**src/rtl/fetch_seq_pkg.sv**
```systemverilog
package fetch_seq_pkg;
  typedef enum logic [1:0] {ST_IDLE, ST_FETCH, ST_HOLD} seq_state_t;

  localparam logic [1:0] LS_LUT_FRM = 2'd0;
  localparam logic [1:0] LS_LUT_ONLY = 2'd1;
  localparam logic [1:0] LS_FRM_ONLY = 2'd2;
  localparam int LEN_W = 5;

  function automatic logic burst_code_ok(input logic [2:0] code);
    return code <= 3'd4;
  endfunction

  function automatic logic [LEN_W-1:0] burst_code_words(input logic [2:0] code);
    case (code)
      3'd0: return 5'd1;
      3'd1: return 5'd2;
      3'd2: return 5'd4;
      3'd3: return 5'd8;
      3'd4: return 5'd16;
      default: return 5'd0;
    endcase
  endfunction
endpackage

```
**src/rtl/fetch_seg_sel.sv**
```systemverilog
module fetch_seg_sel #(
  parameter int AW = 32,
  parameter int LUT_SMALL_BYTES = 32,
  parameter int LUT_LARGE_BYTES = 512
) (
  input  logic          to_lut,
  input  logic          buf_sel,
  input  logic [AW-1:0] lut_base,
  input  logic          lut_wide,
  input  logic [AW-1:0] buf0_start,
  input  logic [AW-1:0] buf0_ceil,
  input  logic [AW-1:0] buf1_start,
  input  logic [AW-1:0] buf1_ceil,
  output logic [AW-1:0] seg_start,
  output logic [AW-1:0] seg_ceil
);
  localparam logic [AW-1:0] SMALL_SPAN = AW'(LUT_SMALL_BYTES - 1);
  localparam logic [AW-1:0] LARGE_SPAN = AW'(LUT_LARGE_BYTES - 1);

  always_comb begin
    if (to_lut) begin
      seg_start = lut_base;
      seg_ceil  = lut_base + (lut_wide ? LARGE_SPAN : SMALL_SPAN);
    end else if (buf_sel) begin
      seg_start = buf1_start;
      seg_ceil  = buf1_ceil;
    end else begin
      seg_start = buf0_start;
      seg_ceil  = buf0_ceil;
    end
  end
endmodule

```
**src/rtl/fetch_burst_calc.sv**
```systemverilog
module fetch_burst_calc #(
  parameter int AW = 32,
  parameter int WB_LG2 = 2
) (
  input  logic [AW-1:0] cur_addr,
  input  logic [AW-1:0] cur_ceil,
  input  logic [4:0]    max_words,
  output logic [4:0]    burst_words,
  output logic          final_burst,
  output logic [AW-1:0] next_addr
);
  logic [AW-1:0] words_left;
  logic [AW-1:0] max_ext;

  always_comb begin
    words_left  = ((cur_ceil - cur_addr) >> WB_LG2) + AW'(1);
    max_ext     = {{(AW-5){1'b0}}, max_words};
    final_burst = (words_left <= max_ext);
    burst_words = final_burst ? words_left[4:0] : max_words;
    next_addr   = cur_addr + ({{(AW-5){1'b0}}, burst_words} << WB_LG2);
  end
endmodule

```
**src/rtl/frame_fetch_seq.sv**
```systemverilog
module frame_fetch_seq
  import fetch_seq_pkg::*;
#(
  parameter int AW = 32,
  parameter int WB_LG2 = 2
) (
  input  logic          clk,
  input  logic          rst_n,
  input  logic          fetch_en,
  input  logic [1:0]    load_sel,
  input  logic [2:0]    burst_sel,
  input  logic          alt_buf_en,
  input  logic [AW-1:0] lut_base,
  input  logic          lut_wide,
  input  logic [AW-1:0] buf0_start,
  input  logic [AW-1:0] buf0_ceil,
  input  logic [AW-1:0] buf1_start,
  input  logic [AW-1:0] buf1_ceil,
  output logic          rd_req,
  output logic [AW-1:0] rd_addr,
  output logic [4:0]    rd_words,
  input  logic          rd_ack,
  output logic          frm0_done,
  output logic          frm1_done,
  output logic          lut_done
);
  seq_state_t    state_q, state_d;
  logic [1:0]    mode_q;
  logic [4:0]    bmax_q;
  logic          in_lut_q, buf_q;
  logic [AW-1:0] addr_q, ceil_q;
  logic          f0_q, f1_q, lut_q;

  logic          start_evt, burst_done, seg_done, load_seg;
  logic          nxt_lut, nxt_buf;
  logic [AW-1:0] seg_start, seg_ceil, next_addr;
  logic [4:0]    burst_words;
  logic          final_burst;

  fetch_seg_sel #(.AW(AW)) u_seg (
    .to_lut(nxt_lut), .buf_sel(nxt_buf), .lut_base(lut_base), .lut_wide(lut_wide),
    .buf0_start(buf0_start), .buf0_ceil(buf0_ceil),
    .buf1_start(buf1_start), .buf1_ceil(buf1_ceil),
    .seg_start(seg_start), .seg_ceil(seg_ceil)
  );

  fetch_burst_calc #(.AW(AW), .WB_LG2(WB_LG2)) u_burst (
    .cur_addr(addr_q), .cur_ceil(ceil_q), .max_words(bmax_q),
    .burst_words(burst_words), .final_burst(final_burst), .next_addr(next_addr)
  );

  assign start_evt  = (state_q == ST_IDLE) && fetch_en && burst_code_ok(burst_sel)
                      && (load_sel != 2'd3);
  assign burst_done = (state_q == ST_FETCH) && rd_ack;
  assign seg_done   = burst_done && final_burst;

  always_comb begin
    state_d  = state_q;
    load_seg = 1'b0;
    nxt_lut  = 1'b0;
    nxt_buf  = 1'b0;
    case (state_q)
      ST_IDLE: if (start_evt) begin
        load_seg = 1'b1;
        nxt_lut  = (load_sel != LS_FRM_ONLY);
        state_d  = ST_FETCH;
      end
      ST_FETCH: if (burst_done) begin
        if (!fetch_en) begin
          state_d = ST_IDLE;
        end else if (seg_done) begin
          if (in_lut_q && mode_q == LS_LUT_ONLY) begin
            state_d = ST_HOLD;
          end else begin
            load_seg = 1'b1;
            nxt_buf  = in_lut_q ? 1'b0 : (alt_buf_en ? ~buf_q : 1'b0);
          end
        end
      end
      ST_HOLD: if (!fetch_en) state_d = ST_IDLE;
      default: state_d = ST_IDLE;
    endcase
  end

  always_ff @(posedge clk or negedge rst_n) begin
    if (!rst_n) begin
      state_q  <= ST_IDLE;
      mode_q   <= LS_LUT_FRM;
      bmax_q   <= 5'd1;
      in_lut_q <= 1'b0;
      buf_q    <= 1'b0;
      addr_q   <= '0;
      ceil_q   <= '0;
      f0_q     <= 1'b0;
      f1_q     <= 1'b0;
      lut_q    <= 1'b0;
    end else begin
      state_q <= state_d;
      if (start_evt) begin
        mode_q <= load_sel;
        bmax_q <= burst_code_words(burst_sel);
      end
      if (load_seg) begin
        addr_q   <= seg_start;
        ceil_q   <= seg_ceil;
        in_lut_q <= nxt_lut;
        buf_q    <= nxt_buf;
      end else if (burst_done) begin
        addr_q <= next_addr;
      end
      f0_q  <= seg_done && !in_lut_q && !buf_q;
      f1_q  <= seg_done && !in_lut_q && buf_q;
      lut_q <= seg_done && in_lut_q;
    end
  end

  assign rd_req    = (state_q == ST_FETCH);
  assign rd_addr   = addr_q;
  assign rd_words  = burst_words;
  assign frm0_done = f0_q;
  assign frm1_done = f1_q;
  assign lut_done  = lut_q;

  logic [AW:0] req_last_byte;
  assign req_last_byte = {1'b0, rd_addr} + ({{(AW-4){1'b0}}, rd_words} << WB_LG2) - 1'b1;


  req_hold_chk: assert property (@(posedge clk) disable iff (!rst_n)
    (rd_req && !rd_ack) |=> (rd_req && $stable(rd_addr) && $stable(rd_words)));


  no_past_ceil_chk: assert property (@(posedge clk) disable iff (!rst_n)
    rd_req |-> (req_last_byte <= {1'b0, ceil_q}));


  len_bound_chk: assert property (@(posedge clk) disable iff (!rst_n)
    rd_req |-> (rd_words != 5'd0 && rd_words <= bmax_q));


  flags_excl_chk: assert property (@(posedge clk) disable iff (!rst_n)
    $onehot0({frm0_done, frm1_done, lut_done}));


  flag_after_ack_chk: assert property (@(posedge clk) disable iff (!rst_n)
    (frm0_done || frm1_done || lut_done) |-> $past(rd_req && rd_ack));


  bad_cfg_chk: assert property (@(posedge clk) disable iff (!rst_n)
    (state_q == ST_IDLE && !burst_code_ok(burst_sel)) |=> !rd_req);
endmodule

```
**config.mk**
```make
export PLATFORM = sky130hd
export DESIGN_NAME = frame_fetch_seq
export DESIGN_NICKNAME = d
export VERILOG_FILES = /design/src/rtl/fetch_seq_pkg.sv /design/src/rtl/fetch_seg_sel.sv /design/src/rtl/fetch_burst_calc.sv /design/src/rtl/frame_fetch_seq.sv
export SDC_FILE = /design/constraint.sdc
export NUM_CORES = 1
export LEC_CHECK = 0
export BUFFER_PORTS_ARGS = -buffer_cell sky130_fd_sc_hd__clkbuf_2
export CORE_ASPECT_RATIO = 2
export CORE_MARGIN = 2
export CORE_UTILIZATION = 38
export CTS_BUF_LIST = sky130_fd_sc_hd__clkbuf_8 sky130_fd_sc_hd__clkbuf_16
export DETAILED_ROUTE_END_ITERATION = 7
export GPL_TIMING_DRIVEN = 0
export HOLD_SLACK_MARGIN = 0.03
export PLACE_DENSITY = 0.6
export SKIP_CTS_REPAIR_TIMING = 1
export SYNTH_ARGS = -nofsm -noshare
export SYNTH_HDL_FRONTEND = slang
export SYNTH_SLANG_ARGS = --single-unit
```
**constraint.sdc**
```tcl
create_clock -name clk -period 6.84 [get_ports clk]
set_clock_uncertainty 0.1 [all_clocks]
set_input_delay 0.342 -clock clk [delete_from_list [all_inputs] [get_ports clk]]
set_output_delay 0.342 -clock clk [all_outputs]
set_load 0.05 [all_outputs]
```
==> run metrics <==
outcome complete, but fails checks; violated checks setup timing; row cnt roughly 80; Multi-input gate area slightly above 7000 µm²; Final min period 7.004 ns; initial DRC count 543; final antenna-violating net count 0; first drt pass iteration count 7; initial antenna violation count 0; setup_tns -0.3230 ns; end of the worst hold path bmax_q[0]; crit path DAT ~7.2 ns; Synth Area per Inst roughly 7.7 µm²; Reg area about 2000 µm²; CTS max path bufs 2; Initial Utilization 0.3862; Netlist Area Pre-Place between 8000 and 9000 µm²; Least-Margin Pin Slew roughly 1.2 ns; Ys Warns 0; Pins Over Slew Limit 0; Final Hold Fails 0; share of layout cells above drive strength 1 0.3478; clk sinks slightly below 80; cell family with most CP delay simple AND/OR/NAND/NOR gates; Via density 5.880; Max H-tree Level 3; Post-Route WL between 30000 and 40000 µm; WL/cell around 21 µm; drt drc 0; Max Cap Viol 0; EDFF count, synth 0; Pwr Density 642.5 nW/µm²; RR Startpoint ceil_q[2]; clk slew on worst S/H paths about 0.060 ns; die area approximately 24000 µm²; Reg2Reg Depth 31; Final WS setup -0.1638 ns; Crit path required time around 7.0 ns; fin cells ~1700; sequential-to-total area share from yosys stat 0.2234; top_reg_cell synth dfrtp_1; critical path endpoint category flop; top post-synthesis cells by area dfrtp_1 22%, ha_1 6.6%, mux2i_1 6.3%, a21oi_1 5.4%, nand2_1 5.2%; placed cell count approximately 1600; flops & latches, synth 78; Worst path slowest cell dfrtp_2; CTS tree done; Core Util, Final 0.5262; global-route wire length before repair 52980 µm; R2R Setup Slk -0.16 ns; pin count of the biggest net entering global routing 55; Netlist cell types 85; Leak Pwr approximately 5.6 nW; total CTS buffers 9; Slew HR 0.1860; crit path launch type flop; Worst R2R End rd_addr[31]; critical setup path kind flop to flop; dominant cell type by area after synthesis dfrtp_1; area grow syn2layout 36.26%; Top Ports ~210; post-route cell area approximately 12000 µm²; Hold Path Depth 2; Layout fillers roughly 2200; final setup fails 5; area share of the largest cell type after synthesis 0.2204; GPL Wtd Cong 0.9734; number of global-route vias before repair approximately 9700; later-pin clock latency in the skew report between 0.3 and 0.4 ns; critical-path maximum fanout 8; Die Wd between 100 and 150 µm; RSZ-0062 raised after global routing true; total gr overflow 0; worst hold start burst_sel[0]; via count 10030; fin crit share 1.024; ant diodes 0; worst slack at placement -1.075 ns; Hold Path Class input port to flop; Cell Area, Placed between 10000 and 15000 µm²; FFs w/ async S/R, synth 1.000; Max Clock Freq between 100 and 150 MHz; CP peak stage delay between 0.4 and 0.5 ns; Syn Nets 1347; core area 22640 µm²; Die Span Y about 220 µm; Peak VDD IR roughly 0.28 mV; CP bufs+invs 3; gr usage total 0.2831; Root Driver clkbuf_16; Synth Instances between 1000 and 1500; Buffers on Ports around 210; DP HPWL 29310 µm; nets@finish between 1500 and 2000
[registers in the layout (all words and copies together) (netlist names)]
signal,flops
mode_q,2
in_lut_q,1
frm1_done,1
rd_addr,32
bmax_q,5
ceil_q,32
buf_q,1
state_q,2
lut_done,1
frm0_done,1
[cell usage in the layout (no fill, tap or decap), types with 12 or more instances in the layout]
| cell type | synthesis | routed |
|---|---|---|
| clkbuf_2 | 0 | 210 |
| nand2_1 | 122 | 117 |
| nor2_1 | 98 | 91 |
| a21oi_1 | 94 | 75 |
| buf_4 | 2 | 69 |
| dfrtp_1 | 77 | 62 |
| mux2i_1 | 55 | 54 |
| inv_1 | 55 | 49 |
| o21ai_0 | 52 | 34 |
| ha_1 | 46 | 31 |
| nand3_1 | 37 | 30 |
| xnor2_1 | 33 | 29 |
| a22o_1 | 27 | 27 |
| o21ai_1 | 15 | 26 |
| clkbuf_1 | 24 | 23 |
| xor2_1 | 25 | 21 |
| nor3_1 | 29 | 20 |
| and3_1 | 20 | 19 |
| o22ai_1 | 19 | 17 |
| nand4_1 | 16 | 16 |
| a21oi_2 | 2 | 15 |
| dfrtp_2 | 0 | 15 |
| and2_1 | 19 | 14 |
| a21o_1 | 15 | 14 |
| a211oi_1 | 18 | 14 |
| nor4_1 | 16 | 14 |
| nand2b_1 | 14 | 13 |
| ha_4 | 0 | 12 |
[cell type report]
| type | count | area share |
|---|---|---|
| multi-input cells | 947 | 0.6025 |
| flip-flops and latches | 78 | 0.1655 |
| repair buffers | 282 | 0.1375 |
| well taps | 280 | 0.02941 |
| plain buffers | 48 | 0.02321 |
| clock buffers | 9 | 0.01890 |
| inverters | 55 | 0.01775 |
| clock inverters | 7 | 0.005251 |
[synth_stat cells, drive strengths merged, types with 5 or more instances]
| cell | n |
|---|---|
| nor4 | 17 |
| mux2i | 55 |
| o21bai | 5 |
| clkbuf | 24 |
| nor3 | 30 |
| or2 | 5 |
| mux2 | 13 |
| a21o | 15 |
| o221ai | 10 |
| o21a | 5 |
| a21oi | 97 |
| a311oi | 6 |
| nand2 | 123 |
| o22ai | 19 |
| o31ai | 5 |
| and2 | 19 |
| a211oi | 22 |
| buf | 25 |
| nand2b | 14 |
| dfrtp | 77 |
| inv | 55 |
| or3 | 14 |
| o21ai | 69 |
| nor2b | 7 |
| a211o | 7 |
| ha | 46 |
| and3 | 20 |
| a221oi | 8 |
| nand3 | 38 |
| xnor2 | 33 |
| and4 | 6 |
| o211ai | 5 |
| o211a | 5 |
| xor2 | 27 |
| nor2 | 99 |
| a31oi | 12 |
| a22o | 27 |
| nand4 | 19 |
| o22a | 6 |
[metrics by stage]
| stage | power [mW] | hold WS [ns] |
|---|---|---|
| 2_1_floorplan | 4.448 | -0.05359 |
| 3_3_place_gp | 5.590 | 0.3807 |
| 3_5_place_dp | 5.660 | 0.2200 |
| 4_1_cts | 6.169 | -0.1667 |
| 5_1_grt | 8.220 | 0.1308 |
| 6_report | 7.654 | 0.1191 |
[power by group]
group | leakage (nW) | switching, mW | total (mW) | internal (mW)
registers | 0.947 | 0.227 | 0.894 | 0.668
logic | 4.54 | 3.71 | 6.27 | 2.56
clock network | 0.149 | 0.210 | 0.489 | 0.279
total | 5.64 | 4.15 | 7.65 | 3.51
[metal layers]
metal | GRT usage | part of all wire | up-vias
li1 | - | - | 4775
met1 | 0.2891 | 0.35 | 4764
met2 | 0.5433 | 0.54 | 374
met3 | 0.02829 | 0.040 | 119
met4 | 0.1757 | 0.069 | 0
met5 | 0 | 0 | -
[worst max-delay path by stage]
stage	startpoint	endpoint	slack, ns	cells past startpoint
finish	ceil_q[2]	rd_addr[31]	-0.16	31
global placement	rd_addr[7]	rd_addr[31]	-1.08	29
floorplan	rd_addr[2]	rd_addr[30]	-0.01	37
global route	rd_addr[1]	rd_addr[31]	-0.50	35
CTS	rd_addr[7]	rd_addr[31]	-1.12	29
detailed placement	rd_addr[7]	rd_addr[31]	-1.07	29
[kinds of logic after synthesis]
| group | synth area share |
|---|---|
| muxes | 0.07971 |
| adders and majority gates | 0.06812 |
| DFF | 0.2234 |
| buffers and inverters | 0.05309 |
| AOI/OAI and AO/OA | 0.2675 |
| xor gates and xnor gates | 0.06182 |
| and+or+nand+nor | 0.2464 |
(Power assumes the default switching activity.)
